===== src/rtl/pbus_pkg.sv =====
package pbus_pkg;
  localparam int ADDR_W = 16;
  localparam int DATA_W = 16;
  localparam int BYTE_W = 8;

  // Fixed low-map boundaries (last address of each window)
  localparam logic [ADDR_W-1:0] SFR_LAST = 16'h000F;
  localparam logic [ADDR_W-1:0] P8_LAST  = 16'h00FF;
  localparam logic [ADDR_W-1:0] P16_LAST = 16'h01FF;

  typedef enum logic [2:0] {
    RG_NONE = 3'd0,
    RG_SFR  = 3'd1,
    RG_P8   = 3'd2,
    RG_P16  = 3'd3,
    RG_RAM  = 3'd4,
    RG_ROM  = 3'd5
  } region_e;
endpackage


===== src/rtl/pbus_region_dec.sv =====
module pbus_region_dec import pbus_pkg::*; #(
  parameter logic [ADDR_W-1:0] RAM_END   = 16'h09FF,
  parameter logic [ADDR_W-1:0] ROM_START = 16'hC000,
  parameter int                VEC_WORDS = 16
) (
  input  logic [ADDR_W-1:0] addr_i,
  output region_e           region_o,
  output logic              vec_o
);
  localparam int VEC_BASE_I = (1 << ADDR_W) - 2 * VEC_WORDS;
  localparam logic [ADDR_W-1:0] VEC_BASE = ADDR_W'(VEC_BASE_I);

  always_comb begin
    if (addr_i <= SFR_LAST)       region_o = RG_SFR;
    else if (addr_i <= P8_LAST)   region_o = RG_P8;
    else if (addr_i <= P16_LAST)  region_o = RG_P16;
    else if (addr_i <= RAM_END)   region_o = RG_RAM;
    else if (addr_i >= ROM_START) region_o = RG_ROM;
    else                          region_o = RG_NONE;
  end

  assign vec_o = (addr_i >= VEC_BASE);
endmodule


===== src/rtl/pbus_lane_ctl.sv =====
module pbus_lane_ctl import pbus_pkg::*; (
  input  logic       req_i,
  input  logic       byte_i,
  input  logic       addr0_i,
  input  region_e    region_i,
  output logic       fault_o,
  output logic [1:0] lane_o
);
  always_comb begin
    fault_o = 1'b0;
    if (req_i) begin
      if (!byte_i && addr0_i)                     fault_o = 1'b1; // misaligned word
      if (!byte_i && region_i == RG_SFR)          fault_o = 1'b1; // byte-only window
      if (byte_i && addr0_i && region_i == RG_P16) fault_o = 1'b1; // odd byte on wide periph
    end
    lane_o = 2'b00;
    if (req_i && !fault_o) begin
      if (byte_i)                 lane_o = addr0_i ? 2'b10 : 2'b01;
      else if (region_i == RG_P8) lane_o = 2'b01;
      else                        lane_o = 2'b11;
    end
  end
endmodule


===== src/rtl/pbus_rd_merge.sv =====
module pbus_rd_merge import pbus_pkg::*; (
  input  logic              en_i,
  input  logic              byte_i,
  input  logic              addr0_i,
  input  region_e           region_i,
  input  logic [DATA_W-1:0] sfr_i,
  input  logic [DATA_W-1:0] p8_i,
  input  logic [DATA_W-1:0] p16_i,
  input  logic [DATA_W-1:0] ram_i,
  input  logic [DATA_W-1:0] rom_i,
  output logic [DATA_W-1:0] rdata_o
);
  localparam int HI_W = DATA_W - BYTE_W;
  logic [DATA_W-1:0] src;
  logic [BYTE_W-1:0] pick;

  always_comb begin
    case (region_i)
      RG_SFR:  src = sfr_i;
      RG_P8:   src = p8_i;
      RG_P16:  src = p16_i;
      RG_RAM:  src = ram_i;
      RG_ROM:  src = rom_i;
      default: src = '0;
    endcase
    pick = addr0_i ? src[DATA_W-1:BYTE_W] : src[BYTE_W-1:0];
    if (!en_i)                  rdata_o = '0;
    else if (byte_i)            rdata_o = {{HI_W{1'b0}}, pick};
    else if (region_i == RG_P8) rdata_o = {{HI_W{1'b0}}, src[BYTE_W-1:0]};
    else                        rdata_o = src;
  end
endmodule


===== src/rtl/pbus_decoder.sv =====
module pbus_decoder import pbus_pkg::*; #(
  parameter logic [ADDR_W-1:0] RAM_END   = 16'h09FF,
  parameter logic [ADDR_W-1:0] ROM_START = 16'hC000,
  parameter int                VEC_WORDS = 16
) (
  input  logic              clk,
  input  logic              rst_n,
  input  logic              req_i,
  input  logic              wr_i,
  input  logic              byte_i,
  input  logic [ADDR_W-1:0] addr_i,
  input  logic [DATA_W-1:0] wdata_i,
  input  logic [DATA_W-1:0] sfr_rd_i,
  input  logic [DATA_W-1:0] p8_rd_i,
  input  logic [DATA_W-1:0] p16_rd_i,
  input  logic [DATA_W-1:0] ram_rd_i,
  input  logic [DATA_W-1:0] rom_rd_i,
  output logic              sel_sfr_o,
  output logic              sel_p8_o,
  output logic              sel_p16_o,
  output logic              sel_ram_o,
  output logic              sel_rom_o,
  output logic              vec_o,
  output logic [1:0]        lane_o,
  output logic              we_o,
  output logic [DATA_W-1:0] wdata_o,
  output logic [DATA_W-1:0] rdata_o,
  output logic              err_o
);
  region_e region;
  logic    in_vec;
  logic    fault;
  logic    go;

  pbus_region_dec #(
    .RAM_END(RAM_END), .ROM_START(ROM_START), .VEC_WORDS(VEC_WORDS)
  ) u_dec (
    .addr_i(addr_i), .region_o(region), .vec_o(in_vec)
  );

  pbus_lane_ctl u_lane (
    .req_i(req_i), .byte_i(byte_i), .addr0_i(addr_i[0]),
    .region_i(region), .fault_o(fault), .lane_o(lane_o)
  );

  assign go = req_i && !fault;

  pbus_rd_merge u_merge (
    .en_i(go), .byte_i(byte_i), .addr0_i(addr_i[0]), .region_i(region),
    .sfr_i(sfr_rd_i), .p8_i(p8_rd_i), .p16_i(p16_rd_i),
    .ram_i(ram_rd_i), .rom_i(rom_rd_i), .rdata_o(rdata_o)
  );

  assign sel_sfr_o = go && (region == RG_SFR);
  assign sel_p8_o  = go && (region == RG_P8);
  assign sel_p16_o = go && (region == RG_P16);
  assign sel_ram_o = go && (region == RG_RAM);
  assign sel_rom_o = go && (region == RG_ROM);
  assign vec_o     = go && in_vec;
  assign we_o      = go && wr_i && (region != RG_NONE);
  assign wdata_o   = byte_i ? {2{wdata_i[BYTE_W-1:0]}} : wdata_i;

  always_ff @(posedge clk or negedge rst_n) begin
    if (!rst_n) err_o <= 1'b0;
    else        err_o <= req_i && fault;
  end

  // selects never overlap
  p_sel_onehot_r1: assert property (@(posedge clk) disable iff (!rst_n)
    $onehot0({sel_sfr_o, sel_p8_o, sel_p16_o, sel_ram_o, sel_rom_o}));
  // vector table lies inside flash/ROM
  p_vec_in_rom_r3: assert property (@(posedge clk) disable iff (!rst_n)
    vec_o |-> sel_rom_o);
  // byte reads zero-fill the upper byte
  p_byte_hi_zero_r6: assert property (@(posedge clk) disable iff (!rst_n)
    (req_i && byte_i) |-> (rdata_o[DATA_W-1:BYTE_W] == '0));
  // word access to 8-bit peripherals uses the low lane only
  p_p8_word_lane_r7: assert property (@(posedge clk) disable iff (!rst_n)
    (sel_p8_o && !byte_i) |-> (lane_o == 2'b01));
  // odd word access is blocked
  p_odd_word_blocked_r8: assert property (@(posedge clk) disable iff (!rst_n)
    (req_i && !byte_i && addr_i[0]) |-> (!we_o && lane_o == 2'b00));
  // word access to SFR window is blocked
  p_sfr_word_blocked_r9: assert property (@(posedge clk) disable iff (!rst_n)
    (req_i && !byte_i && addr_i <= SFR_LAST) |-> (!sel_sfr_o && !we_o));
  // a misaligned word access is reported next cycle
  p_err_pulse_r11: assert property (@(posedge clk) disable iff (!rst_n)
    (req_i && !byte_i && addr_i[0]) |=> err_o);
  // idle bus is quiet
  p_idle_quiet_r12: assert property (@(posedge clk) disable iff (!rst_n)
    !req_i |-> (lane_o == 2'b00 && !we_o));
endmodule


===== config.mk =====
export PLATFORM = sky130hd
export DESIGN_NAME = pbus_decoder
export DESIGN_NICKNAME = d
export VERILOG_FILES = /design/src/rtl/pbus_pkg.sv /design/src/rtl/pbus_region_dec.sv /design/src/rtl/pbus_lane_ctl.sv /design/src/rtl/pbus_rd_merge.sv /design/src/rtl/pbus_decoder.sv
export SDC_FILE = /design/constraint.sdc
export NUM_CORES = 1
export LEC_CHECK = 0
export ABC_CLOCK_PERIOD_IN_PS = 1650
export BUFFER_PORTS_ARGS = -buffer_cell sky130_fd_sc_hd__buf_2
export CELL_PAD_IN_SITES_DETAIL_PLACEMENT = 1
export CELL_PAD_IN_SITES_GLOBAL_PLACEMENT = 2
export CORE_MARGIN = 1.5
export CORE_UTILIZATION = 13
export CTS_CLUSTER_SIZE = 16
export DETAILED_ROUTE_END_ITERATION = 8
export GPL_TIMING_DRIVEN = 0
export MAX_ROUTING_LAYER = met4
export PLACE_DENSITY_LB_ADDON = 0.1
export SLEW_MARGIN = 20
export SYNTH_ARGS = -nofsm -noshare
export SYNTH_HDL_FRONTEND = slang
export SYNTH_SLANG_ARGS = --single-unit

===== constraint.sdc =====
create_clock -name clk -period 1.65 [get_ports clk]
set_clock_uncertainty 0.05 [all_clocks]
set_input_delay 0.165 -clock clk [delete_from_list [all_inputs] [get_ports clk]]
set_output_delay 0.165 -clock clk [all_outputs]
set_load 0.02 [all_outputs]

==> out/metrics.cfg <==
[critical_path]
path_buf_inv=2
worstSetupPathType=in -> out
crit_required_ns=1.43
cpPeakStageDelay_ns=0.55
start_kind=primary input
end_kind=output pin
path_cells=buf_8 -> or4_4 -> o21ai_2 -> or3b_4 -> o22ai_4 -> buf_6
cp.arrival_ns=1.76
cp_max_fo=3
path_delay_family=simple AND/OR/NAND/NOR gates
crit_slowest_cell=or4_4

[pwr]
swShare=0.468
p_per_area_mw_per_mm2=218
power_leakage_uw=0.00149
power_frac_comb=0.966
cell_internal_pwr_uw=406
power_switching_uw=357
total_power_uw=763
pwr-share-clk=0
seqPwrFrac=0.034
irDropWorstVdd_v=0.0000625

[yosys]
yosysWarnings=0
synthTopCellsByArea=nand2_1, a21oi_1, mux2i_1
synth.distinct_cells=45
synth_top_area_frac=0.0810
seq_area_frac_synth=0.0180
synth.largest_area_cell=nand2_1
avgSynthCellArea_sq_um=7.02
synthesis.nets=315
synthFlopType=dfrtp_1
async_reset_ff_frac=1.00
syn_area_sq_mm=0.00139
syn_inst=198
synth-edff-count=0
yosys_register_bits=1

[place]
place_ws_ns=-0.598
portBuffers=154
hpwl_microns=7120
placedInstanceArea_sq_mm=0.00239
gp_congestion=0.738

[sta]
fin_crit_sh=1.20
rsz0062_at_grt=yes
fmax_mhz=506
setup_slack_ns=-0.325
fin_crit_ns=1.97
timing.setup.tns_ns=-3.58
finalHoldViolCount=0
worst_slew_pin_slew_ns=0.392
setup_viol=22
drv_slew=0
slew_headroom=0.739

[drt]
totalWireLength_microns=9020
remaining_drc_errors=0
dr.pass1.iters=4
wl_per_cell_microns=17.2
vias_per_cell=4.40
ant_nets=0
vias=2309
drt-initial-drc-count=45

[floorplanning]
die_area_sq_mm=0.0113
fp.dieH_microns=106
die_width_microns=106
io_pins=159
start_util=0.134
core-area_sq_mm=0.0104
rows=37

[layout]
fin_nets=508
utilization=0.337
largest_registers=err_o (1)
fin_area_sq_mm=0.00350
regMostFlops=err_o
syn_to_final_growth_pct=152
final_layout_size_suffix_gt1_frac=0.758
n_antenna_cell=0
largest_reg_flops=1

[min_path]
hp-class=in -> async

[grt]
grt_start_max_net_pins=11
overflow=0
grt_pass1_wl_microns=13200
gr-usage-all-layers=0.151
grt_pass1_vias=2421
antenna_found_initial=0

[cts]
path_clk_slew_ns=0

[run_status]
failed_checks=negative setup slack
status=finished with violations

[run]
cap_viol_max_count=0

## kinds of logic (layout without fill, tap and decap cells)
family,count (synthesis),in the layout,share of synthesized area
simple gates,85,85,0.355
compound gates,68,68,0.384
buf+inv,27,218,0.113
mux,17,17,0.130
flops,1,1,0.0180
## cells in the final DEF, fill, tap and decap left out, types with 3 or more instances in the layout
master / Yosys / final
a2111oi_4: 0 / 4
a211oi_2: 1 / 5
a21oi_1: 18 / 10
a21oi_2: 0 / 5
a21oi_4: 0 / 3
a221o_1: 8 / 8
a221oi_4: 0 / 3
a22o_1: 4 / 4
a31oi_1: 4 / 3
and2_1: 6 / 3
and2_4: 0 / 3
buf_12: 0 / 3
buf_2: 9 / 120
buf_4: 10 / 43
buf_6: 1 / 35
buf_8: 0 / 10
mux2_2: 8 / 8
mux2i_1: 9 / 9
nand2_1: 30 / 21
nand2_2: 1 / 4
nand2_4: 0 / 5
nand4_1: 3 / 3
nor2_2: 0 / 6
nor2b_1: 8 / 7
nor3_2: 3 / 3
nor3_4: 0 / 5
nor4_4: 0 / 3
nor4bb_1: 7 / 7
o2111a_1: 4 / 4
o21a_1: 3 / 3
o22ai_2: 1 / 4
## metrics by stage
stage,hold slack (ns),std cells
after floorplan,-0.181,198
after global placement,-0.110,488
after detailed placement,-0.110,488
after CTS,0.432,515
after global routing,0.460,525
final,0.443,525
## Yosys cell counts (2+ instances only)
library cell / instances
a211oi_1: 4
nor4bb_1: 7
nor3_2: 3
a221oi_1: 4
a2111oi_2: 4
mux2_2: 8
nor2_1: 9
o21ai_1: 2
buf_2: 9
a31oi_1: 4
nand4_1: 3
a21oi_1: 18
o31ai_1: 3
o22ai_1: 5
buf_4: 10
nand2_1: 30
a22o_1: 4
mux2i_1: 9
or3_1: 2
clkbuf_1: 6
nor4_1: 2
and2_1: 6
o2111a_1: 4
a221o_1: 8
nor3_1: 5
nor2b_1: 8
o21a_1: 3
## metal layers
metal,up-vias,share of wire,global-route usage
li1,1151,-,-
met1,1079,0.42,0.187
met2,77,0.52,0.278
met3,2,0.055,0.0166
met4,0,0.0042,0.00483
met5,-,0,-
## power groups by stage
stage	registers, uW	clock network (uW)	logic [uW]
6_report	26.1	0	736
3_5_place_dp	26.1	0	532
2_1_floorplan	27.4	0	281
3_3_place_gp	26.1	0	529
4_1_cts	26.1	0	684
5_1_grt	26.1	0	793
## final timing paths
check	cells past startpoint	endpoint	from	slack (ns)
min	2	err_o	rst_n	0.44
max in group asynchronous	2	err_o	rst_n	1.02
max	6	rdata_o[7]	addr_i[15]	-0.32
min in group clk	2	err_o	req_i	0.45
## area by class of cell
cell class,instances,area [sq um]
sequential,1,25.0
buffer,25,263
timing repair buffer,192,1340
fill,1258,6870
tap,136,170
inverter,1,3.75
multi-input combinational,170,1690
## timing repair
action,CTS,global route
endpoints found under the setup margin,30,24
endpoints found under the hold margin,1,0
pin swaps,37,23
resized for setup,140,55
buffers inserted,26,14
hold buffers,1,0
gates cloned,2,0
(Power assumes the default switching activity.)
